`config.mk`:
```
export PLATFORM = sky130hd
export DESIGN_NAME = irq_route
export DESIGN_NICKNAME = d
export VERILOG_FILES = /design/src/rtl/irq_route_pkg.sv /design/src/rtl/irq_route_regs.sv /design/src/rtl/irq_route_pend.sv /design/src/rtl/irq_route_arb.sv /design/src/rtl/irq_route.sv
export SDC_FILE = /design/constraint.sdc
export NUM_CORES = 2
export LEC_CHECK = 0
export CELL_PAD_IN_SITES_DETAIL_PLACEMENT = 0
export CELL_PAD_IN_SITES_GLOBAL_PLACEMENT = 1
export CORE_UTILIZATION = 39
export CTS_BUF_LIST = sky130_fd_sc_hd__clkbuf_2
export DETAILED_ROUTE_END_ITERATION = 8
export DONT_BUFFER_PORTS = 1
export GPL_TIMING_DRIVEN = 0
export PLACE_DENSITY_LB_ADDON = 0.1
export SYNTH_ARGS = -nofsm -noshare
export SYNTH_HDL_FRONTEND = slang
export SYNTH_HIERARCHICAL = 1
export SYNTH_SLANG_ARGS = --single-unit
```
`constraint.sdc`:
```
create_clock -name clk_i -period 2.8 [get_ports clk_i]
set_input_delay 0.28 -clock clk_i [delete_from_list [all_inputs] [get_ports clk_i]]
set_output_delay 0.28 -clock clk_i [all_outputs]
set_load 0.02 [all_outputs]
```
`src/rtl/irq_route_pkg.sv`:
```
package irq_route_pkg;
  localparam int unsigned VEC_W   = 8;
  localparam int unsigned WORD_W  = 32;
  localparam int unsigned B_DSTAT = 12;
  localparam int unsigned B_POL   = 13;
  localparam int unsigned B_RIRR  = 14;
  localparam int unsigned B_TRIG  = 15;
  localparam int unsigned B_MASK  = 16;
  localparam logic [WORD_W-1:0] LO_WR_KEEP = 32'hFFFF_AFFF;
  localparam logic [7:0] SEL_ID  = 8'h00;
  localparam logic [7:0] SEL_VER = 8'h01;
  localparam logic [7:0] SEL_TBL = 8'h10;

  typedef struct packed {
    logic [VEC_W-1:0] vector;
    logic [2:0]       dlv_mode;
    logic             dest_mode;
    logic             trig;
    logic [7:0]       dest;
  } msg_t;
endpackage

```
`src/rtl/irq_route_regs.sv`:
```
module irq_route_regs
  import irq_route_pkg::*;
#(
  parameter int unsigned NUM_PINS = 24,
  parameter int unsigned SEL_W    = 8,
  parameter logic [7:0]  VERSION  = 8'h11,
  parameter int unsigned ID_W     = 4,
  parameter int unsigned ID_LSB   = 24,
  localparam int unsigned IDX_W   = $clog2(NUM_PINS)
) (
  input  logic                         clk_i,
  input  logic                         rst_ni,
  input  logic [SEL_W-1:0]             sel_i,
  input  logic                         wr_en_i,
  input  logic [WORD_W-1:0]            wr_data_i,
  output logic [WORD_W-1:0]            rd_data_o,
  input  logic [NUM_PINS-1:0]          dstat_i,
  input  logic                         hs_i,
  input  logic [IDX_W-1:0]             hs_idx_i,
  input  logic                         eoi_valid_i,
  input  logic [VEC_W-1:0]             eoi_vector_i,
  output logic [NUM_PINS-1:0]          pol_o,
  output logic [NUM_PINS-1:0]          trig_o,
  output logic [NUM_PINS-1:0]          mask_o,
  output logic [NUM_PINS-1:0]          rirr_o,
  output msg_t [NUM_PINS-1:0]          cand_o
);
  localparam logic [SEL_W-1:0] TBL_SPAN = SEL_W'(2 * NUM_PINS);
  localparam logic [WORD_W-1:0] VER_WORD =
    {8'h00, 8'(NUM_PINS - 1), 8'h00, VERSION};

  logic [NUM_PINS-1:0][WORD_W-1:0] lo_q, hi_q, lo_view;
  logic [NUM_PINS-1:0]             rirr_q;
  logic [ID_W-1:0]                 id_q;
  logic [SEL_W-1:0]                tbl_off;
  logic                            tbl_hit;
  logic [IDX_W-1:0]                tbl_idx;

  assign tbl_off = sel_i - SEL_W'(SEL_TBL);
  assign tbl_hit = (sel_i >= SEL_W'(SEL_TBL)) && (tbl_off < TBL_SPAN);
  assign tbl_idx = tbl_off[IDX_W:1];

  always_ff @(posedge clk_i or negedge rst_ni) begin
    if (!rst_ni)                                   id_q <= '0;
    else if (wr_en_i && sel_i == SEL_W'(SEL_ID))   id_q <= wr_data_i[ID_LSB +: ID_W];
  end

  for (genvar n = 0; n < NUM_PINS; n++) begin : g_ent
    logic wr_lo, wr_hi, rirr_set, rirr_clr;
    assign wr_lo = wr_en_i && tbl_hit && tbl_idx == IDX_W'(n) && !tbl_off[0];
    assign wr_hi = wr_en_i && tbl_hit && tbl_idx == IDX_W'(n) &&  tbl_off[0];
    assign rirr_set = hs_i && hs_idx_i == IDX_W'(n) && lo_q[n][B_TRIG];
    assign rirr_clr = eoi_valid_i && lo_q[n][B_TRIG] &&
                      lo_q[n][VEC_W-1:0] == eoi_vector_i;

    always_ff @(posedge clk_i or negedge rst_ni) begin
      if (!rst_ni) begin
        lo_q[n]   <= 32'h0001_0000;
        hi_q[n]   <= '0;
        rirr_q[n] <= 1'b0;
      end else begin
        if (wr_lo) lo_q[n] <= wr_data_i & LO_WR_KEEP;
        if (wr_hi) hi_q[n] <= wr_data_i;
        if (rirr_set)      rirr_q[n] <= 1'b1;
        else if (rirr_clr) rirr_q[n] <= 1'b0;
      end
    end

    // hardware-owned status bits overlay the stored word (stored as 0)
    assign lo_view[n] = lo_q[n] | (WORD_W'(dstat_i[n]) << B_DSTAT)
                                | (WORD_W'(rirr_q[n])  << B_RIRR);
    assign pol_o[n]  = lo_q[n][B_POL];
    assign trig_o[n] = lo_q[n][B_TRIG];
    assign mask_o[n] = lo_q[n][B_MASK];
    assign rirr_o[n] = rirr_q[n];
    assign cand_o[n] = '{vector:    lo_q[n][7:0],
                         dlv_mode:  lo_q[n][10:8],
                         dest_mode: lo_q[n][11],
                         trig:      lo_q[n][B_TRIG],
                         dest:      hi_q[n][31:24]};

    p_eoi_clears_r11: assert property (@(posedge clk_i) disable iff (!rst_ni)
      (rirr_clr && !(hs_i && hs_idx_i == IDX_W'(n))) |=> !rirr_o[n]);
  end

  always_comb begin
    rd_data_o = '0;
    if (sel_i == SEL_W'(SEL_ID))       rd_data_o[ID_LSB +: ID_W] = id_q;
    else if (sel_i == SEL_W'(SEL_VER)) rd_data_o = VER_WORD;
    else if (tbl_hit)                  rd_data_o = tbl_off[0] ? hi_q[tbl_idx] : lo_view[tbl_idx];
  end

  p_dstat_single_r9: assert property (@(posedge clk_i) disable iff (!rst_ni)
    $onehot0(dstat_i));

  p_ro_bits_kept_r3: assert property (@(posedge clk_i) disable iff (!rst_ni)
    (wr_en_i && tbl_hit && !tbl_off[0] && !hs_i && !eoi_valid_i) |=> $stable(rirr_o));
endmodule

```
`src/rtl/irq_route_pend.sv`:
```
module irq_route_pend #(
  parameter int unsigned NUM_PINS = 24
) (
  input  logic                clk_i,
  input  logic                rst_ni,
  input  logic [NUM_PINS-1:0] irq_i,
  input  logic [NUM_PINS-1:0] pol_i,
  input  logic [NUM_PINS-1:0] trig_i,
  input  logic [NUM_PINS-1:0] clr_i,
  output logic [NUM_PINS-1:0] pend_o
);
  logic [NUM_PINS-1:0] eff, eff_q, pend_q;

  assign eff = irq_i ^ pol_i;

  for (genvar n = 0; n < NUM_PINS; n++) begin : g_pin
    always_ff @(posedge clk_i or negedge rst_ni) begin
      if (!rst_ni) begin
        eff_q[n]  <= 1'b0;
        pend_q[n] <= 1'b0;
      end else begin
        eff_q[n] <= eff[n];
        // level: request mirrors input; edge: sticky, new edge beats clear
        if (trig_i[n]) pend_q[n] <= eff[n];
        else           pend_q[n] <= (pend_q[n] & ~clr_i[n]) | (eff[n] & ~eff_q[n]);
      end
    end

    p_edge_sets_r5: assert property (@(posedge clk_i) disable iff (!rst_ni)
      (!trig_i[n] && eff[n] && !eff_q[n]) |=> pend_o[n]);
  end

  assign pend_o = pend_q;
endmodule

```
`src/rtl/irq_route_arb.sv`:
```
module irq_route_arb
  import irq_route_pkg::*;
#(
  parameter int unsigned NUM_PINS = 24,
  localparam int unsigned IDX_W   = $clog2(NUM_PINS)
) (
  input  logic                clk_i,
  input  logic                rst_ni,
  input  logic [NUM_PINS-1:0] elig_i,
  input  msg_t [NUM_PINS-1:0] cand_i,
  input  logic                ready_i,
  output logic                valid_o,
  output msg_t                msg_o,
  output logic [IDX_W-1:0]    idx_o,
  output logic [NUM_PINS-1:0] dstat_o
);
  logic [IDX_W-1:0] pick, idx_q;
  logic             valid_q;
  msg_t             msg_q;

  always_comb begin
    pick = '0;
    for (int i = NUM_PINS - 1; i >= 0; i--)
      if (elig_i[i]) pick = IDX_W'(i);
  end

  always_ff @(posedge clk_i or negedge rst_ni) begin
    if (!rst_ni) begin
      valid_q <= 1'b0;
      idx_q   <= '0;
      msg_q   <= '0;
    end else if (!valid_q) begin
      if (|elig_i) begin
        valid_q <= 1'b1;
        idx_q   <= pick;
        msg_q   <= cand_i[pick];
      end
    end else if (ready_i) begin
      valid_q <= 1'b0;
    end
  end

  for (genvar n = 0; n < NUM_PINS; n++) begin : g_ds
    assign dstat_o[n] = valid_q && idx_q == IDX_W'(n);
  end

  assign valid_o = valid_q;
  assign msg_o   = msg_q;
  assign idx_o   = idx_q;

  p_hold_stable_r7: assert property (@(posedge clk_i) disable iff (!rst_ni)
    (valid_o && !ready_i) |=> (valid_o && $stable(msg_o) && $stable(idx_o)));

  p_pick_unmasked_r6: assert property (@(posedge clk_i) disable iff (!rst_ni)
    $rose(valid_o) |-> |($past(elig_i) & dstat_o));
endmodule

```
`src/rtl/irq_route.sv`:
```
module irq_route
  import irq_route_pkg::*;
#(
  parameter int unsigned NUM_PINS = 24,
  parameter int unsigned SEL_W    = 8,
  parameter logic [7:0]  VERSION  = 8'h11,
  localparam int unsigned IDX_W   = $clog2(NUM_PINS)
) (
  input  logic                clk_i,
  input  logic                rst_ni,
  input  logic [NUM_PINS-1:0] irq_i,
  input  logic [SEL_W-1:0]    sel_i,
  input  logic                wr_en_i,
  input  logic [31:0]         wr_data_i,
  output logic [31:0]         rd_data_o,
  input  logic                eoi_valid_i,
  input  logic [7:0]          eoi_vector_i,
  output logic                msg_valid_o,
  input  logic                msg_ready_i,
  output logic [7:0]          msg_vector_o,
  output logic [2:0]          msg_dlv_mode_o,
  output logic                msg_dest_mode_o,
  output logic                msg_trig_o,
  output logic [7:0]          msg_dest_o
);
  logic [NUM_PINS-1:0] pol, trig, mask, rirr, pend, elig, dstat, clr;
  msg_t [NUM_PINS-1:0] cand;
  msg_t                msg;
  logic [IDX_W-1:0]    idx;
  logic                hs;

  assign hs = msg_valid_o && msg_ready_i;

  irq_route_regs #(
    .NUM_PINS(NUM_PINS), .SEL_W(SEL_W), .VERSION(VERSION), .ID_W(4), .ID_LSB(24)
  ) u_regs (
    .clk_i, .rst_ni, .sel_i, .wr_en_i, .wr_data_i, .rd_data_o,
    .dstat_i(dstat), .hs_i(hs), .hs_idx_i(idx),
    .eoi_valid_i, .eoi_vector_i,
    .pol_o(pol), .trig_o(trig), .mask_o(mask), .rirr_o(rirr), .cand_o(cand)
  );

  for (genvar n = 0; n < NUM_PINS; n++) begin : g_clr
    assign clr[n] = hs && idx == IDX_W'(n);
  end

  irq_route_pend #(.NUM_PINS(NUM_PINS)) u_pend (
    .clk_i, .rst_ni, .irq_i, .pol_i(pol), .trig_i(trig), .clr_i(clr), .pend_o(pend)
  );

  assign elig = pend & ~mask & ~(trig & rirr);

  irq_route_arb #(.NUM_PINS(NUM_PINS)) u_arb (
    .clk_i, .rst_ni, .elig_i(elig), .cand_i(cand), .ready_i(msg_ready_i),
    .valid_o(msg_valid_o), .msg_o(msg), .idx_o(idx), .dstat_o(dstat)
  );

  assign msg_vector_o    = msg.vector;
  assign msg_dlv_mode_o  = msg.dlv_mode;
  assign msg_dest_mode_o = msg.dest_mode;
  assign msg_trig_o      = msg.trig;
  assign msg_dest_o      = msg.dest;

  p_no_redeliver_r10: assert property (@(posedge clk_i) disable iff (!rst_ni)
    (hs && msg_trig_o) |-> !rirr[idx]);
endmodule

```
==> PnR_summary.wiki <==
{| class="wikitable"
! Metric !! Value
|-
| Crit path kind || register to primary output
|-
| Residual DRC || 0
|-
| Number of clock buffers inserted by TritonCTS || about 460
|-
| # H-tree levels || 5
|-
| Family of cells with the greatest summed delay on the critical path || compound AO/OA/AOI/OAI gates
|-
| Post-synthesis net count || about 6700
|-
| Most common cell in the synthesized netlist || sky130_fd_sc_hd__dfrtp_1
|-
| Vias/cell || around 6.2
|-
| Tcrit/Tclk final || 163%
|-
| Leak pwr || around 50 nW
|-
| CTS tree || yes
|-
| WL final || ~440 mm
|-
| Cell-by-cell trace of the critical path || buf_8, buf_12, nand4b_1, nor3_1, mux4_2, o221ai_4, nand2_2, o221a_4
|-
| Final setup violating endpoints || ~350
|-
| Num rows || 171
|-
| Fraction of final layout cells sized beyond drive strength 1 || 46.8%
|-
| Clock Path Buffers || 4
|-
| Number of clock sinks seen by CTS || about 1600
|-
| Peak Freq || 0.219 GHz
|-
| Root buffer selected by CTS || sky130_fd_sc_hd__clkbuf_2
|-
| Layout area overhead || 19.3%
|-
| Worst-case vdd ir drop || 0.463 mV
|-
| Worst Path Required || roughly 2500 ps
|-
| Core Region || ~220000 sq um
|-
| Category of the worst setup path launch point || register
|-
| Detailed Routing Iterations Pass 1 || 7
|-
| Commonest cells in the netlist || sky130_fd_sc_hd__dfrtp_1, sky130_fd_sc_hd__mux2_2, sky130_fd_sc_hd__buf_4, sky130_fd_sc_hd__mux2_1, sky130_fd_sc_hd__clkbuf_1
|-
| Largest net degree at the start of global routing || 293
|-
| Die Wd || between 400 and 500 um
|-
| Wirelength per Cell || 40.8 um
|-
| Post-synthesis cell area || between 80000 and 90000 sq um
|-
| Library cells used by synthesis || approximately 90
|-
| Die Outline Area || 222000 sq um
|-
| Synthesized area per cell || ~13 sq um
|-
| Unrepaired setup endpoints after global routing || yes
|-
| Maximum Capacitance Violations || 10
|-
| Max_slew headroom || -16.8%
|-
| Number of instances in the synthesized netlist || ~6700
|-
| Pre-CTS setup slack || -3420 ps
|-
| Buf+Inv Stages, Crit Path || 2
|-
| Maximum clock skew at final layout || about 350 ps
|-
| Combined global-route utilization of all metal layers || 39.2%
|-
| Sequential cell area fraction in the yosys report || 46.4%
|-
| Tot Pwr || between 50 and 60 mW
|-
| Worst path setup slack after routing || -1760 ps
|-
| Clock latency on the worst-skew pair || approximately 2200 ps
|-
| Fraction of synthesized cell area taken by the top area cell type || 45.7%
|-
| Initial antenna violation count || between 40 and 50
|-
| Count of synthesis-stage warnings from yosys || 6
|-
| Class of the tightest hold or removal check || input pin to register
|-
| Most frequently used flop master after synthesis || sky130_fd_sc_hd__dfrtp_1
|-
| Count of input and output buffers || 0
|-
| Effective utilization at floorplan || around two fifths
|-
| Final count of pins violating max slew || 110
|-
| Total gr overflow || 0
|-
| 1st-iter DRT viols || approximately 7600
|-
| Hold violation count in the final report || 0
|-
| Failing checks || capacitance limit, slew limit, setup timing
|-
| Vertical die dimension || about 470 um
|-
| Ports placed on the boundary || ~130
|-
| First-pass GRT wire length || between 500 and 600 mm
|-
| Number of register bits inferred by synthesis || between 1500 and 2000
|-
| Ratio of total power to cell area || about 560 nW/um^2
|-
| Worst Path Arrival || 4280 ps
|-
| Delay of the slowest critical-path stage || 530 ps
|-
| Number of enable-type register cells in the synthesized netlist || 0
|-
| Actual transition at the worst max-transition pin || about 1800 ps
|-
| Vias in the first global route || roughly 66000
|-
| Worst setup EP type || primary output
|-
| Worst hold slack across all endpoints || 24.0 ps
|-
| Share of synthesized flip-flops with an asynchronous set or reset || between 90% and 100%
|-
| Post-layout utilization of the core || 47.0%
|-
| Remaining antenna violation count || 0
|-
| Minimum clock period || ~4600 ps
|-
| Post-synthesis cell type with the largest combined area || sky130_fd_sc_hd__dfrtp_1
|-
| Clock edge transition at the registers on the reported setup and hold paths || 100 ps
|-
| Largest driver fanout on the critical path || 6
|-
| Dominant cells by area after synthesis || sky130_fd_sc_hd__dfrtp_1, sky130_fd_sc_hd__mux2_2, sky130_fd_sc_hd__mux4_2
|-
| Post-route design area || 102000 sq um
|-
| Count of vias placed by the detailed router || between 60000 and 70000
|-
| Cell area after placement || around 90000 sq um
|-
| Global placement routability congestion || approximately 1.1
|-
| Total half-perimeter wirelength after legalization and detailed placement || 310 mm
|-
| Critical path's slowest cell || sky130_fd_sc_hd__dfrtp_2
|-
| Run status || complete, but fails checks
|-
| Number of nets in the final layout || ~7800
|}
## through the flow
step / instances / TNS [ps]
2_1_floorplan: 6659 / 0
3_3_place_gp: 9513 / -1835160
3_5_place_dp: 9539 / -1865020
4_1_cts: 10800 / -171480
5_1_grt: 10900 / -88840
6_report: 10900 / -120930
## cells by family (layout without fill, tap and decap cells)
| group | after synthesis | count (layout) | synth area share, % |
|---|---|---|---|
| mux | 2008 | 2008 | 29.7 |
| simple gates | 896 | 896 | 5.87 |
| fa+ha+maj | 2 | 2 | 0.0291 |
| other cells | 0 | 32 | 0 |
| compound gates | 721 | 721 | 6.48 |
| xor+xnor | 216 | 216 | 2.20 |
| flops | 1591 | 1591 | 46.4 |
| buf+inv | 1225 | 2554 | 9.27 |
## placed cells by master (no fill, tap or decap), types with 26 or more instances in the layout
cell type and n:
sky130_fd_sc_hd__a211oi_1 38, sky130_fd_sc_hd__o22ai_1 75, sky130_fd_sc_hd__mux2_4 35, sky130_fd_sc_hd__a21oi_1 40, sky130_fd_sc_hd__nand2b_1 39, sky130_fd_sc_hd__nor2b_1 65, sky130_fd_sc_hd__nor2_1 160, sky130_fd_sc_hd__o211ai_1 55
sky130_fd_sc_hd__dfrtp_1 1504, sky130_fd_sc_hd__dlygate4sd3_1 328, sky130_fd_sc_hd__xnor2_1 102, sky130_fd_sc_hd__buf_12 42, sky130_fd_sc_hd__diode_2 32, sky130_fd_sc_hd__nand4_1 73, sky130_fd_sc_hd__a22oi_1 39, sky130_fd_sc_hd__mux2_1 433
sky130_fd_sc_hd__and3_1 41, sky130_fd_sc_hd__a22o_1 27, sky130_fd_sc_hd__nor4_1 33, sky130_fd_sc_hd__a221oi_1 26, sky130_fd_sc_hd__clkbuf_1 205, sky130_fd_sc_hd__buf_2 129, sky130_fd_sc_hd__inv_1 30, sky130_fd_sc_hd__dfrtp_2 60
sky130_fd_sc_hd__buf_4 792, sky130_fd_sc_hd__buf_6 123, sky130_fd_sc_hd__mux2i_1 167, sky130_fd_sc_hd__mux4_2 269, sky130_fd_sc_hd__xor2_1 114, sky130_fd_sc_hd__nand3_1 125, sky130_fd_sc_hd__clkbuf_2 733, sky130_fd_sc_hd__nand2_1 166
sky130_fd_sc_hd__o21ai_0 35, sky130_fd_sc_hd__mux2_2 1100, sky130_fd_sc_hd__clkinv_1 66
## flip-flops by register name, summed over array words and instances (netlist names), 5 cells and up
signal         cells
u_regs/hi_q      576
u_regs/cand_o    504
u_regs/lo_q      360
u_pend/eff_q      24
u_pend/pend_o     24
u_regs/mask_o     24
u_regs/pol_o      24
u_regs/rirr_o     24
u_arb/msg_o       21
u_arb/idx_o        5
## path summary, 6_finish.rpt
kind                                                 from                            to  slack (ps)  cells after the start
min in group asynchronous                          rst_ni   u_arb/msg_o[11]$_DFFE_PN0P_         410                     18
setup reg to reg           u_regs/cand_o[386]$_DFFE_PN0P_    u_arb/msg_o[5]$_DFFE_PN0P_       -1180                     17
hold / removal                                   sel_i[5]  u_regs/hi_q[224]$_DFFE_PN0P_          20                      6
max in group asynchronous                          rst_ni  u_regs/hi_q[588]$_DFFE_PN0P_         270                     21
hold reg to reg              u_regs/lo_q[345]$_DFFE_PN0P_  u_regs/lo_q[345]$_DFFE_PN0P_         480                      1
setup / recovery                  u_arb/valid_o$_DFF_PN0_                 rd_data_o[12]       -1760                      8
## per-layer routing
metal	vias to the layer above	wire (um)	GRT usage [%]
met5	-	348	0.930
met3	1109	48700	13.5
met2	3915	186000	56.3
li1	26300	-	-
met1	35600	177000	50.7
met4	8	31200	23.3
## worst register-to-register path, cell delays in order (launching register included)
cell and delay (ps):
sky130_fd_sc_hd__dfrtp_2 490, sky130_fd_sc_hd__buf_6 150, sky130_fd_sc_hd__buf_6 100, sky130_fd_sc_hd__buf_6 110
sky130_fd_sc_hd__a211oi_4 230, sky130_fd_sc_hd__buf_6 160, sky130_fd_sc_hd__nor2_4 60, sky130_fd_sc_hd__o31ai_4 80
sky130_fd_sc_hd__buf_6 170, sky130_fd_sc_hd__a31o_4 170, sky130_fd_sc_hd__buf_6 110, sky130_fd_sc_hd__nand2_8 70
sky130_fd_sc_hd__a21o_4 230, sky130_fd_sc_hd__buf_12 140, sky130_fd_sc_hd__buf_16 160, sky130_fd_sc_hd__a222oi_1 790
sky130_fd_sc_hd__a211o_1 240, sky130_fd_sc_hd__a31oi_1 70
## report_power, final
group / switching (mW) / internal (mW)
Clock: 10.6 / 6.54
Combinational: 9.02 / 5.27
Sequential: 1.23 / 24.3
## cell type report
cell class / count / area, sq um
Clock inverter: 72 / 303
Antenna cell: 32 / 80.1
Inverter: 34 / 131
Multi-Input combinational cell: 3843 / 40400
Timing Repair Buffer: 568 / 5920
Buffer: 1187 / 8630
Tap cell: 2854 / 3570
Sequential cell: 1591 / 39900
Clock buffer: 693 / 3470
Fill cell: 20200 / 116000
## what timing repair did
| action | CTS | global route |
|---|---|---|
| buffers inserted | 107 | 77 |
| cloned | 0 | 8 |
| pin swaps | 93 | 94 |
| endpoints found under the hold margin | 2963 | 1145 |
| endpoints found under the setup margin | 76 | 758 |
| gates resized for setup | 553 | 190 |
| hold buffers | 344 | 8 |
Note: power is estimated with default switching activity, not from simulation.
